### config.mk
export PLATFORM = sky130hd
export DESIGN_NAME = hcp_host_port
export DESIGN_NICKNAME = d
export VERILOG_FILES = /design/src/rtl/hcp_pkg.sv /design/src/rtl/hcp_sync.sv /design/src/rtl/hcp_rx.sv /design/src/rtl/hcp_rdbuf.sv /design/src/rtl/hcp_host_port.sv
export SDC_FILE = /design/constraint.sdc
export NUM_CORES = 1
export LEC_CHECK = 0
export ABC_CLOCK_PERIOD_IN_PS = 4910
export BUFFER_PORTS_ARGS = -buffer_cell sky130_fd_sc_hd__buf_4
export CAP_MARGIN = 20
export CELL_PAD_IN_SITES_DETAIL_PLACEMENT = 1
export CELL_PAD_IN_SITES_GLOBAL_PLACEMENT = 2
export CORE_MARGIN = 2
export CORE_UTILIZATION = 39
export CTS_CLUSTER_SIZE = 10
export DETAILED_ROUTE_END_ITERATION = 12
export HOLD_SLACK_MARGIN = 0.03
export PLACE_DENSITY = 0.76
export SYNTH_ARGS = -nofsm -noshare
export SYNTH_HDL_FRONTEND = slang
export SYNTH_SLANG_ARGS = --single-unit
### constraint.sdc
create_clock -name clk -period 4.91 [get_ports clk]
set_input_delay 0.2455 -clock clk [delete_from_list [all_inputs] [get_ports clk]]
set_output_delay 0.2455 -clock clk [all_outputs]
set_load 0.01 [all_outputs]
### src/rtl/hcp_pkg.sv
package hcp_pkg;
  localparam int WORD_W    = 24;
  localparam int ADDR_W    = 16;
  localparam int PDATA_W   = 16;
  localparam int MAX_WORDS = 8;

  // Field positions are fixed by the serial frame
  typedef struct packed {
    logic [ADDR_W-1:0] addr;
    logic              spare;
    logic              boot;
    logic              srst;
    logic              rd;
    logic [3:0]        len_m1;
  } hcp_cmd_t;
endpackage

### src/rtl/hcp_sync.sv
module hcp_sync #(
  parameter int         W       = 1,
  parameter logic [W-1:0] RST_VAL = '0
) (
  input  logic         clk,
  input  logic         rst_n,
  input  logic [W-1:0] d,
  output logic [W-1:0] q
);
  logic [W-1:0] meta;

  always_ff @(posedge clk or negedge rst_n) begin
    if (!rst_n) begin
      meta <= RST_VAL;
      q    <= RST_VAL;
    end else begin
      meta <= d;
      q    <= meta;
    end
  end
endmodule

### src/rtl/hcp_rx.sv
module hcp_rx #(
  parameter int WORD_W = 24,
  localparam int BW    = $clog2(WORD_W)
) (
  input  logic              clk,
  input  logic              rst_n,
  input  logic              sel,
  input  logic              rise,
  input  logic              din,
  output logic              word_done,
  output logic [WORD_W-1:0] word,
  output logic [BW-1:0]     bcnt
);
  logic [WORD_W-1:0] sh_n;
  logic [BW-1:0]     cnt_n;
  logic              done_n;

  always_comb begin
    sh_n   = word;
    cnt_n  = bcnt;
    done_n = 1'b0;
    if (!sel) begin
      cnt_n = '0;
    end else if (rise) begin
      sh_n = {word[WORD_W-2:0], din};
      if (bcnt == BW'(WORD_W-1)) begin
        cnt_n  = '0;
        done_n = 1'b1;
      end else begin
        cnt_n = bcnt + 1'b1;
      end
    end
  end

  always_ff @(posedge clk or negedge rst_n) begin
    if (!rst_n) begin
      word      <= '0;
      bcnt      <= '0;
      word_done <= 1'b0;
    end else begin
      word      <= sh_n;
      bcnt      <= cnt_n;
      word_done <= done_n;
    end
  end


  word_align_chk: assert property (@(posedge clk) disable iff (!rst_n)
    word_done |-> (bcnt == '0));
endmodule

### src/rtl/hcp_rdbuf.sv
module hcp_rdbuf #(
  parameter int DEPTH = 8,
  parameter int W     = 24,
  parameter int AW    = 16,
  localparam int IW   = $clog2(DEPTH)
) (
  input  logic          clk,
  input  logic          rst_n,
  input  logic          start,
  input  logic [AW-1:0] base,
  input  logic [IW-1:0] last,
  output logic          rd_req,
  output logic [AW-1:0] rd_addr,
  input  logic          rd_valid,
  input  logic [W-1:0]  rd_data,
  output logic          busy,
  input  logic [IW-1:0] rix,
  output logic [W-1:0]  rword
);
  logic [W-1:0]  mem [DEPTH];
  logic          pend, pend_n, busy_n;
  logic [IW-1:0] ri, ri_n, last_q, last_n;
  logic [AW-1:0] base_q, base_n;
  logic          store;

  assign rd_req  = busy & ~pend;
  assign rd_addr = base_q + AW'(ri);
  assign store   = busy & pend & rd_valid;
  assign rword   = mem[rix];

  always_comb begin
    busy_n = busy;
    pend_n = pend;
    ri_n   = ri;
    last_n = last_q;
    base_n = base_q;
    if (start) begin
      busy_n = 1'b1;
      pend_n = 1'b0;
      ri_n   = '0;
      last_n = last;
      base_n = base;
    end else if (busy) begin
      if (rd_req) pend_n = 1'b1;
      if (store) begin
        pend_n = 1'b0;
        if (ri == last_q) busy_n = 1'b0;
        else              ri_n   = ri + 1'b1;
      end
    end
  end

  always_ff @(posedge clk or negedge rst_n) begin
    if (!rst_n) begin
      busy   <= 1'b0;
      pend   <= 1'b0;
      ri     <= '0;
      last_q <= '0;
      base_q <= '0;
    end else begin
      busy   <= busy_n;
      pend   <= pend_n;
      ri     <= ri_n;
      last_q <= last_n;
      base_q <= base_n;
    end
  end

  always_ff @(posedge clk) begin
    if (store) mem[ri] <= rd_data;
  end


  rd_single_chk: assert property (@(posedge clk) disable iff (!rst_n)
    rd_req |=> !rd_req);
endmodule

### src/rtl/hcp_host_port.sv
module hcp_host_port
  import hcp_pkg::*;
#(
  parameter int PRAM_AW = 10,
  parameter int RDEPTH  = MAX_WORDS
) (
  input  logic               clk,
  input  logic               rst_n,
  input  logic               cs_n,
  input  logic               sclk,
  input  logic               dio_i,
  output logic               dio_o,
  output logic               dio_oe,
  output logic               ack_o,
  output logic               ack_oe,
  output logic               reg_wr,
  output logic [ADDR_W-1:0]  reg_waddr,
  output logic [WORD_W-1:0]  reg_wdata,
  output logic               reg_rd,
  output logic [ADDR_W-1:0]  reg_raddr,
  input  logic               rd_valid,
  input  logic [WORD_W-1:0]  rd_data,
  output logic               pram_we,
  output logic [PRAM_AW-1:0] pram_addr,
  output logic [PDATA_W-1:0] pram_wdata,
  output logic               soft_rst
);
  localparam int IW  = $clog2(RDEPTH);
  localparam int WIW = IW + 1;
  localparam int BW  = $clog2(WORD_W);

  // reset: asynchronous assert, synchronous release
  logic rs1, srst_n;
  always_ff @(posedge clk or negedge rst_n) begin
    if (!rst_n) {rs1, srst_n} <= 2'b00;
    else        {rs1, srst_n} <= {1'b1, rs1};
  end

  // pin sampling and edge detection
  logic cs_s, sclk_s, din_s, cs_q, sclk_q;
  hcp_sync #(.W(3), .RST_VAL(3'b100)) u_sync (
    .clk(clk), .rst_n(srst_n), .d({cs_n, sclk, dio_i}), .q({cs_s, sclk_s, din_s})
  );

  always_ff @(posedge clk or negedge srst_n) begin
    if (!srst_n) begin
      cs_q   <= 1'b1;
      sclk_q <= 1'b0;
    end else begin
      cs_q   <= cs_s;
      sclk_q <= sclk_s;
    end
  end

  logic sel, rise, fall, cs_rise;
  assign sel     = ~cs_s;
  assign rise    = sclk_s & ~sclk_q;
  assign fall    = ~sclk_s & sclk_q;
  assign cs_rise = cs_s & ~cs_q;

  // word receiver
  logic              word_done;
  logic [WORD_W-1:0] rx_word;
  logic [BW-1:0]     bcnt;
  hcp_rx #(.WORD_W(WORD_W)) u_rx (
    .clk(clk), .rst_n(srst_n), .sel(sel), .rise(rise), .din(din_s),
    .word_done(word_done), .word(rx_word), .bcnt(bcnt)
  );

  hcp_cmd_t wcmd;
  assign wcmd = hcp_cmd_t'(rx_word);

  // state
  logic                have_cmd, have_cmd_n;
  hcp_cmd_t            cmd_q, cmd_n;
  logic [WIW-1:0]      widx, widx_n;
  logic                data_seen, data_seen_n;
  logic [PRAM_AW:0]    boot_idx, boot_idx_n;
  logic                srst_q, srst_n_v;
  logic                wr_n, pwe_n;
  logic [ADDR_W-1:0]   waddr_n;
  logic [WORD_W-1:0]   wdata_n;
  logic [PRAM_AW-1:0]  paddr_n;
  logic [PDATA_W-1:0]  pdata_n;
  logic                dout_q, dout_n;
  logic                busy_q;

  // read prefetch buffer
  logic              rb_start, rb_busy;
  logic [WORD_W-1:0] rword;
  assign rb_start = word_done & ~have_cmd & wcmd.rd & ~wcmd.boot;

  hcp_rdbuf #(.DEPTH(RDEPTH), .W(WORD_W), .AW(ADDR_W)) u_rdbuf (
    .clk(clk), .rst_n(srst_n), .start(rb_start), .base(wcmd.addr),
    .last(wcmd.len_m1[IW-1:0]), .rd_req(reg_rd), .rd_addr(reg_raddr),
    .rd_valid(rd_valid), .rd_data(rd_data), .busy(rb_busy),
    .rix(widx[IW-1:0]), .rword(rword)
  );

  logic              busy_fall;
  logic [WORD_W-1:0] rshift;
  assign busy_fall = busy_q & ~rb_busy;
  assign rshift    = rword << bcnt;

  always_comb begin
    have_cmd_n  = have_cmd;
    cmd_n       = cmd_q;
    widx_n      = widx;
    data_seen_n = data_seen;
    boot_idx_n  = boot_idx;
    srst_n_v    = srst_q;
    wr_n        = 1'b0;
    pwe_n       = 1'b0;
    waddr_n     = reg_waddr;
    wdata_n     = reg_wdata;
    paddr_n     = pram_addr;
    pdata_n     = pram_wdata;
    dout_n      = dout_q;
    if (cs_rise) begin
      have_cmd_n = 1'b0;
      if (have_cmd && !data_seen && !cmd_q.boot) srst_n_v = cmd_q.srst;
    end else if (word_done) begin
      if (!have_cmd) begin
        have_cmd_n  = 1'b1;
        cmd_n       = wcmd;
        widx_n      = '0;
        data_seen_n = 1'b0;
        boot_idx_n  = '0;
        if (wcmd.boot) srst_n_v = 1'b1;
      end else begin
        data_seen_n = 1'b1;
        if (widx != WIW'(RDEPTH)) widx_n = widx + 1'b1;
        if (cmd_q.boot) begin
          if (!boot_idx[PRAM_AW]) begin
            pwe_n      = 1'b1;
            paddr_n    = boot_idx[PRAM_AW-1:0];
            pdata_n    = rx_word[PDATA_W-1:0];
            boot_idx_n = boot_idx + 1'b1;
          end
        end else if (!cmd_q.rd && (widx <= {1'b0, cmd_q.len_m1[IW-1:0]})) begin
          wr_n    = 1'b1;
          waddr_n = cmd_q.addr + ADDR_W'(widx);
          wdata_n = rx_word;
        end
      end
    end
    if ((fall || busy_fall) && have_cmd && cmd_q.rd) dout_n = rshift[WORD_W-1];
  end

  always_ff @(posedge clk or negedge srst_n) begin
    if (!srst_n) begin
      have_cmd   <= 1'b0;
      cmd_q      <= '0;
      widx       <= '0;
      data_seen  <= 1'b0;
      boot_idx   <= '0;
      srst_q     <= 1'b0;
      reg_wr     <= 1'b0;
      reg_waddr  <= '0;
      reg_wdata  <= '0;
      pram_we    <= 1'b0;
      pram_addr  <= '0;
      pram_wdata <= '0;
      dout_q     <= 1'b0;
      busy_q     <= 1'b0;
    end else begin
      have_cmd   <= have_cmd_n;
      cmd_q      <= cmd_n;
      widx       <= widx_n;
      data_seen  <= data_seen_n;
      boot_idx   <= boot_idx_n;
      srst_q     <= srst_n_v;
      reg_wr     <= wr_n;
      reg_waddr  <= waddr_n;
      reg_wdata  <= wdata_n;
      pram_we    <= pwe_n;
      pram_addr  <= paddr_n;
      pram_wdata <= pdata_n;
      dout_q     <= dout_n;
      busy_q     <= rb_busy;
    end
  end

  assign soft_rst = srst_q;
  assign dio_o    = dout_q;
  assign dio_oe   = sel & have_cmd & cmd_q.rd & ~rb_busy;
  assign ack_o    = 1'b0;
  assign ack_oe   = ~rb_busy;


  busy_start_chk: assert property (@(posedge clk) disable iff (!srst_n)
    $rose(rb_busy) |-> $past(word_done));

  srst_clear_chk: assert property (@(posedge clk) disable iff (!srst_n)
    $fell(srst_q) |-> $past(cs_rise));

  pram_in_reset_chk: assert property (@(posedge clk) disable iff (!srst_n)
    pram_we |-> srst_q);

  wr_pulse_chk: assert property (@(posedge clk) disable iff (!srst_n)
    reg_wr |=> !reg_wr);

  dout_edge_chk: assert property (@(posedge clk) disable iff (!srst_n)
    !$stable(dout_q) |-> $past(fall | busy_fall));
endmodule

Word-level counts from Yosys, hierarchy flattened
Memory sizes are Yosys's and may differ from the RTL's.
Cells that the tools add are included.
{"block": "totals", "register_bits": 174, "mem_bits_rw": 192, "input_bits": 30, "out_inout_bits": 90, "word_cells": 144, "mem_count": 1}
{"block": "classes", "addsub": 6, "n_lt_le_gt_ge": 1, "n_eq_ne": 9, "n_shift": 1, "mux": 43, "n_bitwise": 24, "n_reduce_logical": 26}
{"name": "u_rdbuf.mem", "words": 8, "word_bits": 24, "rd": 1, "rd_clocked_by_memory_dff": 0, "wr": 1, "line_no": "hcp_rdbuf.sv:20", "rtl": "logic [W-1:0] mem [DEPTH];"}
{"operator": "$mux W11", "count": 3}
{"operator": "$mux W1", "count": 31}
{"operator": "$shl A24 B5 Y24", "count": 1}
{"operator": "$add A16 B3 Y16", "count": 1}
{"operator": "$add A16 B4 Y16", "count": 1}
{"operator": "$mux W5", "count": 3}
{"operator": "$and A1 B1 Y1", "count": 13}
{"operator": "$mux W3", "count": 4}
{"operator": "$reduce_and A3 Y1", "count": 4}
{"operator": "$add A11 B1 Y11 const B", "count": 1}
{"operator": "$not A1 Y1", "count": 11}
{"operator": "$reduce_and A5 Y1", "count": 2}
{"operator": "$reduce_bool A2 Y1", "count": 5}
{"operator": "$mux W4", "count": 2}
{"operator": "$reduce_and A4 Y1", "count": 2}
{"operator": "$ne A2 B1 Y1 const B", "count": 3}
{"operator": "$ne A2 B2 Y1 const B", "count": 3}
{"operator": "$reduce_and A2 Y1", "count": 3}
{"operator": "$add A5 B1 Y5 const B", "count": 1}
{"operator": "$eq A5 B5 Y1 const B", "count": 1}
{"operator": "$logic_and A1 B1 Y1", "count": 5}
{"operator": "$add A4 B1 Y4 const B", "count": 1}
{"operator": "$le A4 B3 Y1", "count": 1}
{"operator": "$ne A4 B4 Y1 const B", "count": 1}
{"operator": "5 further kinds", "count": 7}

Logic depth before layout (Yosys ltp)
Gate-level depths: netlist of run 1.
{"block": "logic_depth", "depth_word": 7, "mapped_depth": 14, "ltp_nobuf": 9}

Modules after synthesis
From an unflattened synthesis of run 1, not the netlist that was laid out.
{"block": "unflattened", "cells_unflattened": 890, "hier_area_um2": 15265.9}
{"module": "hcp_rdbuf", "instances": 1, "cells_per_inst": 404, "area_per_inst_um2": 8623.3, "seq_area_each_um2": 6366.1}
{"module": "hcp_host_port", "instances": 1, "cells_per_inst": 403, "area_per_inst_um2": 5202.5, "seq_area_each_um2": 2854.0}
{"module": "hcp_rx", "instances": 1, "cells_per_inst": 77, "area_per_inst_um2": 1287.5, "seq_area_each_um2": 750.7}
{"module": "hcp_sync", "instances": 1, "cells_per_inst": 6, "area_per_inst_um2": 152.6, "seq_area_each_um2": 152.6}

Worst setup path before layout of run 1
No wires, ideal clock.
{"block": "synth_path", "path_kind": "register to register", "from": "register u_rdbuf.ri[0]", "to": "memory u_rdbuf.mem[0][0], enable pin", "setup_ns": 0.466, "arrival_ns": 2.991, "required_time_ns": 4.444, "setup_slack_ns": 1.453, "path_stages_with_launch": 3, "path_buffers": 1, "synth_period_minus_slack_ns": 3.457, "path_cell_list": "dfrtp_1 -> clkbuf_1 -> nor4_1"}
{"item": "start: declaration", "line_no": "hcp_rdbuf.sv:22", "rtl": "logic [IW-1:0] ri, ri_n, last_q, last_n;"}
{"item": "start signal: assignment", "line_no": "hcp_rdbuf.sv:63", "rtl": "ri <= ri_n;"}
{"item": "end: declaration", "line_no": "hcp_rdbuf.sv:20"}
No word-level cell before the write port.

Worst setup path after layout of run 1
{"block": "layout_path", "from": "register widx[1]", "to": "register dout_q (netlist: dio_o)"}
{"block": "layout_between", "elab_chain_len": 2}
{"item": "start: declaration", "line_no": "hcp_host_port.sv:76", "rtl": "logic [WIW-1:0] widx, widx_n;"}
{"item": "start signal: assignment", "line_no": "hcp_host_port.sv:169", "rtl": "widx <= widx_n;"}
{"item": "$mem_v2 Z8 W24"}
{"item": "$shl A24 B5 Y24", "line_no": "hcp_host_port.sv:103", "rtl": "assign rshift = rword << bcnt;"}
{"item": "end signal: assignment", "line_no": "hcp_host_port.sv:179", "rtl": "dout_q <= dout_n;"}
{"item": "end: declaration", "line_no": "hcp_host_port.sv:85", "rtl": "logic dout_q, dout_n;"}
No other way between the ends.
A chain may end at the register's enable or synchronous reset.

==> run_results.csv, run 1 <==
group,metric,value,unit
synthesis,ys_seq_elements,366,
placed_design,place_hpwl,20780,µm
sta,fin_skew,17.46,ps
global_route,grt_pass1_vias,9363,
detailed_routing,first_pass_iters,4,
placed_design,gp_congestion,0.7338,
power,p_leak,7.519,nW
floorplanning,pin_count,120,
synthesis,yosysSeqAreaShare,67.36,%
sta,tns,0,ps
power,p_per_area,352.6,nW/µm²
cells_and_area,syn2layout_area_growth,20.14,%
min_path,hold_path.startpoint,"rd_valid",
setup_path,crit_type,"reg -> reg",
global_route,antenna_found_initial,0,
floorplanning,core-area,37840,µm²
synthesis,netlist_area,15030,µm²
min_path,hold_depth,3,
synthesis,synth_edf_count,192,
floorplanning,initial_core_util,39.71,%
floorplanning,die_width,200.3,µm
synthesis,synth-async-reset-ratio,47.54,%
placed_design,place.port_buffers,118,
floorplanning,fp-row-count,71,
job,cap_violations,0,
synthesis,synth_area_per_cell,15.40,µm²
sta,fin_crit_sh,59.25,%
sta,fmax,343.8,MHz
global_route,grt-ovfl-total,0,
sta,rsz0062_at_grt,"no",
detailed_routing,via_count,8628,
detailed_routing,drtAntennaViolNets,0,
clock_network,cts_buffers,43,
cells_and_area,drive_gt1_share,28.56,%
status,status,"finished clean",
clock_network,clkLatencyLatePin,550,ps
setup_path,crit_arrival,3310,ps
clock_network,postCtsSetupRepairBufs,0,
sta,maxSlewViolCount,0,
floorplanning,die_h,200.3,µm
global_route,gr-usage-all-layers,17.14,%
sta,max_slew_margin,35.32,%
cells_and_area,n_fill_cell,3782,
cells_and_area,layout.nets,1190,
cells_and_area,fin_cells,1684,
sta,fin_ws,2001,ps
setup_path,setup.worst_path.end_class,"flip-flop",
detailed_routing,drt-total-wl,33660,µm
detailed_routing,initialDrtViolationCount,402,
sta,hold_slack,57.37,ps
power,ir_drop,0.3043,mV
global_route,grt_max_degree,109,
synthesis,synthesis.instances,976,
detailed_routing,drt-wirelength-per-cell,19.99,µm
clock_network,cts_sinks,366,
setup_path,r2r_start,"widx[1]$_DFFE_PN0P_",
floorplanning,fp.dieArea,40120,µm²
setup_path,reg2reg_to,"dio_o$_DFFE_PN0P_",
clock_network,clockBufferDepth,3,
cells_and_area,n_antenna_cell,0,
synthesis,ys_warn_count,0,
min_path,min_to,"u_rdbuf.busy$_DFF_PN0_",
sta,finalSetupViolations,0,
setup_path,rrSetupSlack,2000,ps
setup_path,cp.required,5310,ps
clock_network,cts_tree,"done",
detailed_routing,drc_errors,0,
clock_network,cts.clk_slew.worst_paths,60,ps
clock_network,cts-root-buf,"clkbuf_16",
sta,tightest_slew,968.0,ps
setup_path,reg2regPathDepth,7,
cells_and_area,fin_util,47.71,%
sta,post-route-min-period,2909,ps
synthesis,syn-num-nets,1023,
clock_network,htreeDepth,2,
global_route,grt_pass1_wl,54540,µm
detailed_routing,drt-vias-per-instance,5.124,
sta,hold_viol,0,
setup_path,worstPathMaxFanout,27,
synthesis,synth_cell_types,65,
setup_path,critPathLaunchType,"flip-flop",
min_path,hold_class,"in -> reg",
synthesis,ys.flop_type,"edfxtp_1",
placed_design,dp_slack,1963,ps
placed_design,dp_cells,1580,
area by class of cell:
class | count | area (µm²) | area share, %
sequential | 366 | 10130 | 56.10
clock inverter | 2 | 25.02 | 0.1386
timing repair buffer | 164 | 1316 | 7.290
clock buffer | 73 | 1240 | 6.867
multi-input combinational | 550 | 4638 | 25.69
tap | 511 | 639.4 | 3.541
inverter | 18 | 67.56 | 0.3742
synth_stat cells (3+ instances only):
cell,number,area (µm²)
nand2b_1,7,43.79
a22oi_1,4,30.03
o31ai_1,3,22.52
ha_1,15,187.7
a22o_1,5,43.79
inv_1,14,52.55
a21o_1,6,45.04
edfxtp_1,192,5766
dfstp_2,3,78.83
mux4_1,5,131.4
mux2i_1,23,230.2
buf_4,5,37.54
buf_2,7,35.03
o21ai_0,24,120.1
mux2_4,18,270.3
buf_6,9,101.4
a211o_1,4,35.03
dfrtp_1,171,4279
a21oi_1,19,95.09
and3_1,6,37.54
clkbuf_1,19,71.32
nor4_1,3,18.77
mux2_1,4,45.04
nor2b_1,7,43.79
nor2_1,47,176.4
o22ai_1,3,18.77
nand4_1,14,87.58
a31oi_1,4,25.02
nor3_1,14,70.07
xnor2_1,12,105.1
mux2_2,68,765.7
mux4_2,40,900.9
xor2_1,20,175.2
nand3_1,15,75.07
nand2_1,128,480.5
sequential cells by signal (all words and copies together) (netlist names), 3 cells and up:
signal          cells
pram_wdata         16
u_rdbuf.ri          3
u_rdbuf.base_q     16
u_rx.word          24
pram_addr          10
widx                4
u_sync.q            3
u_sync.meta         3
u_rdbuf.last_q      3
cmd_q              22
u_rdbuf.mem       192
u_rx.bcnt           5
reg_waddr          16
reg_wdata          24
boot_idx           11
routing by layer:
layer	share of wire, %	up-vias	track usage (%)
li1	-	3957	-
met1	45	4437	23.25
met2	49	181	28.22
met3	4.6	53	3.075
met4	2.2	0	5.317
met5	0	-	0
placed cells by master, fill, tap and decap left out, types with 5 or more instances in the layout:
| cell type | synthesis | final |
|---|---|---|
| mux2_2 | 68 | 68 |
| xnor2_1 | 12 | 12 |
| nand2_1 | 128 | 128 |
| edfxtp_1 | 192 | 192 |
| nand3_1 | 15 | 15 |
| nor2_1 | 47 | 42 |
| a21o_1 | 6 | 6 |
| xor2_1 | 20 | 20 |
| clkbuf_1 | 19 | 26 |
| mux4_2 | 40 | 40 |
| buf_4 | 5 | 134 |
| dfrtp_1 | 171 | 168 |
| nor2b_1 | 7 | 7 |
| inv_1 | 14 | 14 |
| nand2b_1 | 7 | 7 |
| nand4_1 | 14 | 14 |
| mux2i_1 | 23 | 23 |
| o21ai_0 | 24 | 24 |
| mux4_1 | 5 | 5 |
| a22o_1 | 5 | 5 |
| a21oi_1 | 19 | 19 |
| nor3_1 | 14 | 10 |
| dlygate4sd3_1 | 0 | 29 |
| mux2_4 | 18 | 18 |
| ha_1 | 15 | 15 |
| clkbuf_16 | 0 | 44 |
| and3_1 | 6 | 6 |
cell families (layout without fill, tap and decap cells):
family | Yosys count | after routing | synth area share, %
AOI/OAI and AO/OA | 88 | 88 | 3.888
and+or+nand+nor | 253 | 253 | 7.493
other | 2 | 2 | 0.04997
buffers and inverters | 60 | 257 | 2.239
adders and majority gates | 17 | 17 | 1.515
DFF | 366 | 366 | 67.36
xor gates and xnor gates | 32 | 32 | 1.865
muxes | 158 | 158 | 15.59
worst max path at each step:
stage                              start                     endpoint  cells past startpoint
5_1_grt              widx[1]$_DFFE_PN0P_            dio_o$_DFFE_PN0P_                      7
2_1_floorplan  u_rdbuf.ri[0]$_DFFE_PN0P_  u_rdbuf.mem[0][0]$_DFFE_PP_                      2
3_3_place_gp         widx[1]$_DFFE_PN0P_            dio_o$_DFFE_PN0P_                      7
3_5_place_dp         widx[1]$_DFFE_PN0P_            dio_o$_DFFE_PN0P_                      7
4_1_cts              widx[1]$_DFFE_PN0P_            dio_o$_DFFE_PN0P_                      7
6_report             widx[1]$_DFFE_PN0P_            dio_o$_DFFE_PN0P_                      7
where the power goes:
group,total (mW),internal [mW],switching (mW)
combinational,0.128,0.0684,0.0599
clock,2.89,1.71,1.18
sequential,3.35,3.28,0.0746
per-stage QoR:
| step | power [mW] | instance area (µm²) |
|---|---|---|
| floorplan | 3.435 | 15030 |
| global placement | 3.518 | 16500 |
| detailed placement | 3.523 | 16500 |
| CTS | 6.462 | 18060 |
| global route | 6.597 | 18060 |
| finish | 6.367 | 18060 |
what timing repair did:
| item | 4_1_cts | 5_1_grt |
|---|---|---|
| resized for setup | 0 | 0 |
| hold buffers | 29 | 0 |
| endpoints found under the hold margin | 197 | 0 |
worst max-delay path, cell delays in order (launching register included):
cell      delay, ps
dfrtp_2         960
buf_4           510
mux4_2          370
mux2i_1         170
mux4_1          260
nor2b_1          60
o41ai_2         280
o311ai_1        140
Power figures use the tool's default switching activity.
==> inputs of run 2 (changes only) <==
--- a/config.mk
+++ b/config.mk
@@ -5,17 +5,17 @@
 export SDC_FILE = /design/constraint.sdc
 export NUM_CORES = 1
 export LEC_CHECK = 0
-export ABC_CLOCK_PERIOD_IN_PS = 4910
+export ABC_CLOCK_PERIOD_IN_PS = 3050
 export BUFFER_PORTS_ARGS = -buffer_cell sky130_fd_sc_hd__buf_4
 export CAP_MARGIN = 20
 export CELL_PAD_IN_SITES_DETAIL_PLACEMENT = 1
 export CELL_PAD_IN_SITES_GLOBAL_PLACEMENT = 2
 export CORE_MARGIN = 2
-export CORE_UTILIZATION = 39
+export CORE_UTILIZATION = 44
 export CTS_CLUSTER_SIZE = 10
 export DETAILED_ROUTE_END_ITERATION = 12
 export HOLD_SLACK_MARGIN = 0.03
-export PLACE_DENSITY = 0.76
+export PLACE_DENSITY = 0.81
 export SYNTH_ARGS = -nofsm -noshare
 export SYNTH_HDL_FRONTEND = slang
 export SYNTH_SLANG_ARGS = --single-unit
==> constraint.sdc (replaced) <==
create_clock -name clk -period 3.05 [get_ports clk]
set_input_delay 0.1525 -clock clk [delete_from_list [all_inputs] [get_ports clk]]
set_output_delay 0.1525 -clock clk [all_outputs]
set_load 0.01 [all_outputs]
==> run_results.csv, run 2 (synthesis results as in run 1) <==
group,metric,value,unit
clock_network,cts.clk_slew.worst_paths,50,ps
detailed_routing,drtAntennaViolNets,0,
setup_path,setup.worst_path.end_class,"primary output",
setup_path,critical-path-max-stage-delay,640,ps
clock_network,htreeDepth,2,
power,p_leak,7.572,nW
cells_and_area,layout.nets,1199,
setup_path,cp-startpoint,"u_rdbuf.ri[0]$_DFFE_PN0P_",
detailed_routing,initialDrtViolationCount,517,
placed_design,place.port_buffers,118,
power,pwr-share-comb,2.2,%
global_route,use_met2,32.41,%
min_path,hold_path.startpoint,"cs_n",
setup_path,worstPathCellList,"ha_1 -> fa_1 -> a21o_1 -> nand3_1 -> nor3_1 -> xor2_1 -> buf_4",
global_route,grt-ovfl-total,0,
clock_network,cts_sinks,366,
setup_path,crit_type,"reg -> out",
power,internal-power,8.077,mW
sta,tightest_slew,742.9,ps
sta,fin_skew,24.21,ps
detailed_routing,first_pass_iters,4,
setup_path,crit_end,"reg_raddr[12]",
clock_network,clockBufferDepth,3,
global_route,gr-usage-all-layers,19.87,%
sta,maxSlewViolCount,0,
sta,post-route-min-period,2758,ps
floorplanning,initial_core_util,44.71,%
power,switchingPower,2.143,mW
floorplanning,fp-row-count,67,
detailed_routing,via_count,8644,
global_route,gr-max-usage-layer,"met2",
setup_path,crit_arrival,2610,ps
placed_design,dp_cells,1525,
cells_and_area,final_common_cell,"edfxtp_1",
floorplanning,pin_count,120,
sta,fmax,362.6,MHz
placed_design,gp_congestion,0.7375,
detailed_routing,drc_errors,0,
clock_network,cts-root-buf,"clkbuf_16",
status,status,"finished clean",
cells_and_area,drive_gt1_share,29.20,%
setup_path,critical_path.slowest_cell,"dfrtp_1",
sta,finalSetupViolations,0,
floorplanning,fp.dieArea,35650,µm²
setup_path,critPathLaunchType,"flip-flop",
setup_path,cp_top_family,"flip-flops",
setup_path,worst-path-stages,7,
detailed_routing,drt-total-wl,33770,µm
cells_and_area,largest_reg_flops,192,
cells_and_area,largest-register,"u_rdbuf.mem",
clock_network,cts_buffers,43,
setup_path,reg2reg_to,"reg_waddr[6]$_DFFE_PN0P_",
cells_and_area,final_cell_mix,"edfxtp_1 (192), dfrtp_1 (168), buf_4 (139)",
global_route,grt_max_degree,52,
placed_design,place_hpwl,21170,µm
global_route,antenna_found_initial,2,
setup_path,cp.required,2900,ps
global_route,grt_pass1_vias,9429,
setup_path,path_buf_inv,1,
cells_and_area,reg.largest.list,"u_rdbuf.mem x192, reg_wdata x24, u_rx.word x24",
sta,rsz0062_at_grt,"no",
cells_and_area,n_fill_cell,3239,
detailed_routing,drt-wirelength-per-cell,20.76,µm
cells_and_area,seq_area,10130,µm²
global_route,grt_pass1_wl,54820,µm
clock_network,clkLatencyLatePin,560,ps
setup_path,worstPathMaxFanout,9,
sta,fin_ws,292.3,ps
power,swShare,20.97,%
sta,fin_crit_sh,90.42,%
power,power_frac_clock,45.1,%
global_route,use_met1,27.21,%
power,pwr-share-seq,52.7,%
job,cap_violations,0,
cells_and_area,multiInputGateArea,4632,µm²
sta,max_slew_margin,50.48,%
global_route,gr-usage-met3,3.744,%
floorplanning,core-area,33620,µm²
sta,hold_viol,0,
detailed_routing,drt-vias-per-instance,5.313,
clock_network,postCtsSetupRepairBufs,0,
power,p_per_area,565.5,nW/µm²
setup_path,reg2regPathDepth,8,
min_path,hold_depth,2,
cells_and_area,fin_cells,1627,
min_path,hold_class,"in -> reg",
cells_and_area,syn2layout_area_growth,20.25,%
floorplanning,die_h,188.8,µm
clock_network,cts_tree,"done",
setup_path,r2r_start,"cs_q$_DFF_PN1_",
floorplanning,die_width,188.8,µm
setup_path,rrSetupSlack,570,ps
sta,tns,0,ps
placed_design,dp_slack,558.1,ps
power,ir_drop,0.4583,mV
run 2: power by group through the flow:
stage          registers, mW  clock network (mW)  logic [mW]
5_1_grt                 5.40                4.95       0.248
3_5_place_dp            5.48                   0       0.192
3_3_place_gp            5.48                   0       0.182
4_1_cts                 5.39                4.75       0.225
2_1_floorplan           5.45                   0      0.0796
6_report                5.39                4.61       0.221
run 2: layer usage:
layer / vias up / wire length, µm
li1: 3964 / -
met1: 4411 / 15050
met2: 211 / 16150
met3: 58 / 1787
met4: 0 / 778
met5: - / 0
run 2: metrics by stage:
stage	power [mW]	instance area (µm²)	hold WS, ps	util (%)
floorplan	5.529	15040	-143.1	-
global placement	5.664	16510	-64.80	49.12
detailed placement	5.676	16510	-61.95	49.12
CTS	10.36	18070	228.9	53.75
global route	10.59	18070	243.5	53.76
finish	10.22	18070	252.1	53.76
run 2: timing repair:
| action | 4_1_cts | 5_1_grt |
|---|---|---|
| resized for setup | 0 | 0 |
| hold buffers | 30 | 0 |
| hold endpoints to repair | 198 | 0 |
run 2: worst min path at each step:
stage                                     to
detailed placement             rs1$_DFF_PN0_
global placement               rs1$_DFF_PN0_
CTS                 u_sync.meta[0]$_DFF_PN0_
finish              u_sync.meta[2]$_DFF_PN1_
global route        u_sync.meta[2]$_DFF_PN1_
floorplan                      rs1$_DFF_PN0_
run 2: layout make-up:
type,count,area share (%)
Tap cell,448,3.102
Inverter,18,0.3739
Sequential cell,366,56.05
Clock inverter,4,0.3323
Multi-Input combinational cell,550,25.63
Antenna cell,1,0.01385
Timing Repair Buffer,173,7.879
Clock buffer,67,6.619
==> inputs of run 3 (changes only) <==
--- a/config.mk
+++ b/config.mk
@@ -5,17 +5,19 @@
 export SDC_FILE = /design/constraint.sdc
 export NUM_CORES = 1
 export LEC_CHECK = 0
+export ABC_AREA = 1
 export ABC_CLOCK_PERIOD_IN_PS = 3050
 export BUFFER_PORTS_ARGS = -buffer_cell sky130_fd_sc_hd__buf_4
 export CAP_MARGIN = 20
 export CELL_PAD_IN_SITES_DETAIL_PLACEMENT = 1
 export CELL_PAD_IN_SITES_GLOBAL_PLACEMENT = 2
+export CORE_ASPECT_RATIO = 0.7
 export CORE_MARGIN = 2
-export CORE_UTILIZATION = 44
-export CTS_CLUSTER_SIZE = 10
+export CORE_UTILIZATION = 39
+export CTS_CLUSTER_SIZE = 25
 export DETAILED_ROUTE_END_ITERATION = 12
 export HOLD_SLACK_MARGIN = 0.03
-export PLACE_DENSITY = 0.81
+export PLACE_DENSITY = 0.8
 export SYNTH_ARGS = -nofsm -noshare
 export SYNTH_HDL_FRONTEND = slang
 export SYNTH_SLANG_ARGS = --single-unit
==> run_results.csv, run 3 <==
group,metric,value,unit
status,status,"finished clean",
setup_path,r2r_start,"have_cmd$_DFFE_PN0N_",
clock_network,clockBufferDepth,3,
synthesis,ys_warn_count,0,
cells_and_area,drive_gt1_share,14.70,%
floorplanning,initial_core_util,39.84,%
detailed_routing,first_pass_iters,5,
synthesis,synth_top_area_cell,"edfxtp_1",
synthesis,synth_adder_area_share,1.475,%
clock_network,cts-root-buf,"clkbuf_16",
global_route,grt-ovfl-total,0,
global_route,antenna_found_initial,0,
global_route,gr-usage-all-layers,20.59,%
synthesis,synthesis.instances,1502,
min_path,hold_class,"reg -> async",
floorplanning,pin_count,120,
synthesis,synthMuxAreaShare,0,%
placed_design,gp_congestion,0.7911,
setup_path,critPathLaunchType,"flip-flop",
cells_and_area,reg.largest.list,"u_rdbuf.mem x192, reg_wdata x24, u_rx.word x24",
sta,fin_skew,15.88,ps
detailed_routing,via_count,11080,
clock_network,cts.clk_slew.worst_paths,60,ps
floorplanning,fp.dieArea,41210,µm²
sta,fin_crit_sh,94.24,%
power,finalPower,10.88,mW
setup_path,setup.worst_path.end_class,"primary output",
power,p_leak,7.851,nW
sta,hold_viol,0,
synthesis,synth_area_leaders,"edfxtp_1 (37%), dfrtp_1 (28%), nand2_1 (11%)",
clock_network,cts_sinks,366,
clock_network,clkLatencyLatePin,530,ps
synthesis,synth_common_cells,"nand2_1 (471), edfxtp_1 (192), dfrtp_1 (171), nand3_1 (162), o21ai_0 (129)",
detailed_routing,drc_errors,0,
clock_network,cts_buffers,39,
synthesis,synth-async-reset-ratio,47.54,%
sta,maxSlewViolCount,0,
global_route,grt_max_degree,101,
sta,tightest_slew,703.3,ps
cells_and_area,final_area,18450,µm²
setup_path,crit_type,"reg -> out",
cells_and_area,fin_cells,2207,
detailed_routing,drt-total-wl,42050,µm
job,cap_violations,0,
synthesis,synth_edf_count,192,
detailed_routing,drt-vias-per-instance,5.020,
floorplanning,die_width,241.8,µm
placed_design,place_area,16880,µm²
clock_network,cts_tree,"done",
synthesis,ys.flop_type,"edfxtp_1",
synthesis,synth_compound_area_share,6.299,%
detailed_routing,drtAntennaViolNets,0,
synthesis,ys_seq_elements,366,
synthesis,yosysSeqAreaShare,65.59,%
cells_and_area,largest_reg_flops,192,
sta,tns,0,ps
synthesis,synth-xor-area-share,1.419,%
power,ir_drop,0.3433,mV
setup_path,cp-startpoint,"u_rdbuf.ri[2]$_DFFE_PN0P_",
floorplanning,die_h,170.4,µm
placed_design,place_hpwl,26690,µm
synthesis,synth_simple_gate_area_share,19.38,%
cells_and_area,seq_area,10130,µm²
synthesis,syn-num-nets,1549,
placed_design,place.port_buffers,118,
synthesis,netlist_area,15430,µm²
cells_and_area,final_cell_mix,"nand2_1 (470), edfxtp_1 (192), dfrtp_1 (167)",
setup_path,worstPathMaxFanout,4,
clock_network,htreeDepth,2,
floorplanning,core-area,38740,µm²
setup_path,cp.required,2900,ps
global_route,grt_pass1_wl,65980,µm
synthesis,synth_area_per_cell,10.28,µm²
cells_and_area,n_fill_cell,4280,
sta,fmax,347.9,MHz
sta,rsz0062_at_grt,"no",
placed_design,dp_cells,2106,
synthesis,synth_cell_types,42,
synthesis,synth_top_family_by_area,"simple AND/OR/NAND/NOR gates",
cells_and_area,multiInputGateArea,4463,µm²
detailed_routing,initialDrtViolationCount,680,
cells_and_area,syn2layout_area_growth,19.54,%
cells_and_area,largest-register,"u_rdbuf.mem",
cells_and_area,final_common_cell,"nand2_1",
floorplanning,fp-row-count,60,
sta,max_slew_margin,53.11,%
detailed_routing,drt-wirelength-per-cell,19.05,µm
sta,post-route-min-period,2874,ps
cells_and_area,fin_util,47.63,%
cells_and_area,layout.nets,1698,
synthesis,synth_top_area_share,37.36,%
global_route,grt_pass1_vias,11420,
cells_and_area,n_antenna_cell,0,
synthesis,post-synth-top-count-cell,"nand2_1",
sta,finalSetupViolations,0,
power,p_per_area,589.5,nW/µm²
setup_path,crit_arrival,2720,ps
==> run 3: cells by family after synthesis <==
| family | count (synthesis) |
|---|---|
| adder cells (fa/ha/maj) | 17 |
| buffers and inverters | 200 |
| AND/OR/NAND/NOR | 714 |
| flip-flops | 366 |
| XOR/XNOR | 25 |
| other | 2 |
| AO/OA/AOI/OAI | 178 |
==> run 3: critical path: stages, from the launching register on <==
cell and delay [ps]:
dfrtp_1 420, ha_1 360, nand3_1 80, nand2_1 120
nand3_1 140, nor3_2 230, nand4_1 130, nor2_1 230
nand4_1 140, xor2_1 180, buf_4 150
==> run 3: area by class of cell <==
class                           count  share of cell area [%]
Inverter                          134                   2.740
Multi-Input combinational cell    936                   24.19
Clock buffer                       60                   6.219
Clock inverter                     10                  0.5358
Tap cell                          527                   3.574
Timing Repair Buffer              174                   7.826
Sequential cell                   366                   54.91
==> run 3: per-layer routing <==
metal  GRT usage (%)  up-vias  routed length, µm
met5               0        -                  0
met4           3.892        0                477
met3           2.713       37               1426
met2           31.60      146              18510
met1           31.38     5615              21630
li1                -     5282                  -
==> run 3: power breakdown <==
part           leakage, nW  switching, mW  internal [mW]  total, mW
clock                0.615           1.93           2.76       4.69
combinational         3.13          0.466          0.211      0.677
sequential            4.11          0.101           5.41       5.51
total                 7.85           2.50           8.38       10.9
==> run 3: path summary, 6_finish.rpt <==
| check | slack, ps | depth (start not counted) | end |
|---|---|---|---|
| max reg2reg | 840 | 8 | reg_waddr[6]$_DFFE_PN0P_ |
| min reg2reg | 200 | 0 | u_rdbuf.pend$_DFFE_PN0P_ |
| min | 200 | 0 | u_rdbuf.pend$_DFFE_PN0P_ |
| max | 180 | 10 | reg_raddr[15] |
| max in group asynchronous | 1970 | 1 | cmd_q[2]$_DFFE_PN0P_ |
| min in group clk | 260 | 2 | u_sync.meta[0]$_DFF_PN0_ |
==> run 3: per-stage QoR <==
| step | hold WS (ps) | worst slack [ps] |
|---|---|---|
| finish | 195.3 | 175.5 |
| global route | 227.9 | 3.167 |
| floorplan | -143.1 | 177.8 |
| CTS | 199.3 | 144.7 |
| global placement | -63.79 | 800.7 |
| detailed placement | -62.54 | 731.1 |
==> run 3: what timing repair did <==
item / 4_1_cts / 5_1_grt
resized for setup: 0 / 3
buffers inserted: 0 / 1
hold endpoints to repair: 199 / 0
hold buffers: 30 / 0
endpoints found under the setup margin: 0 / 1
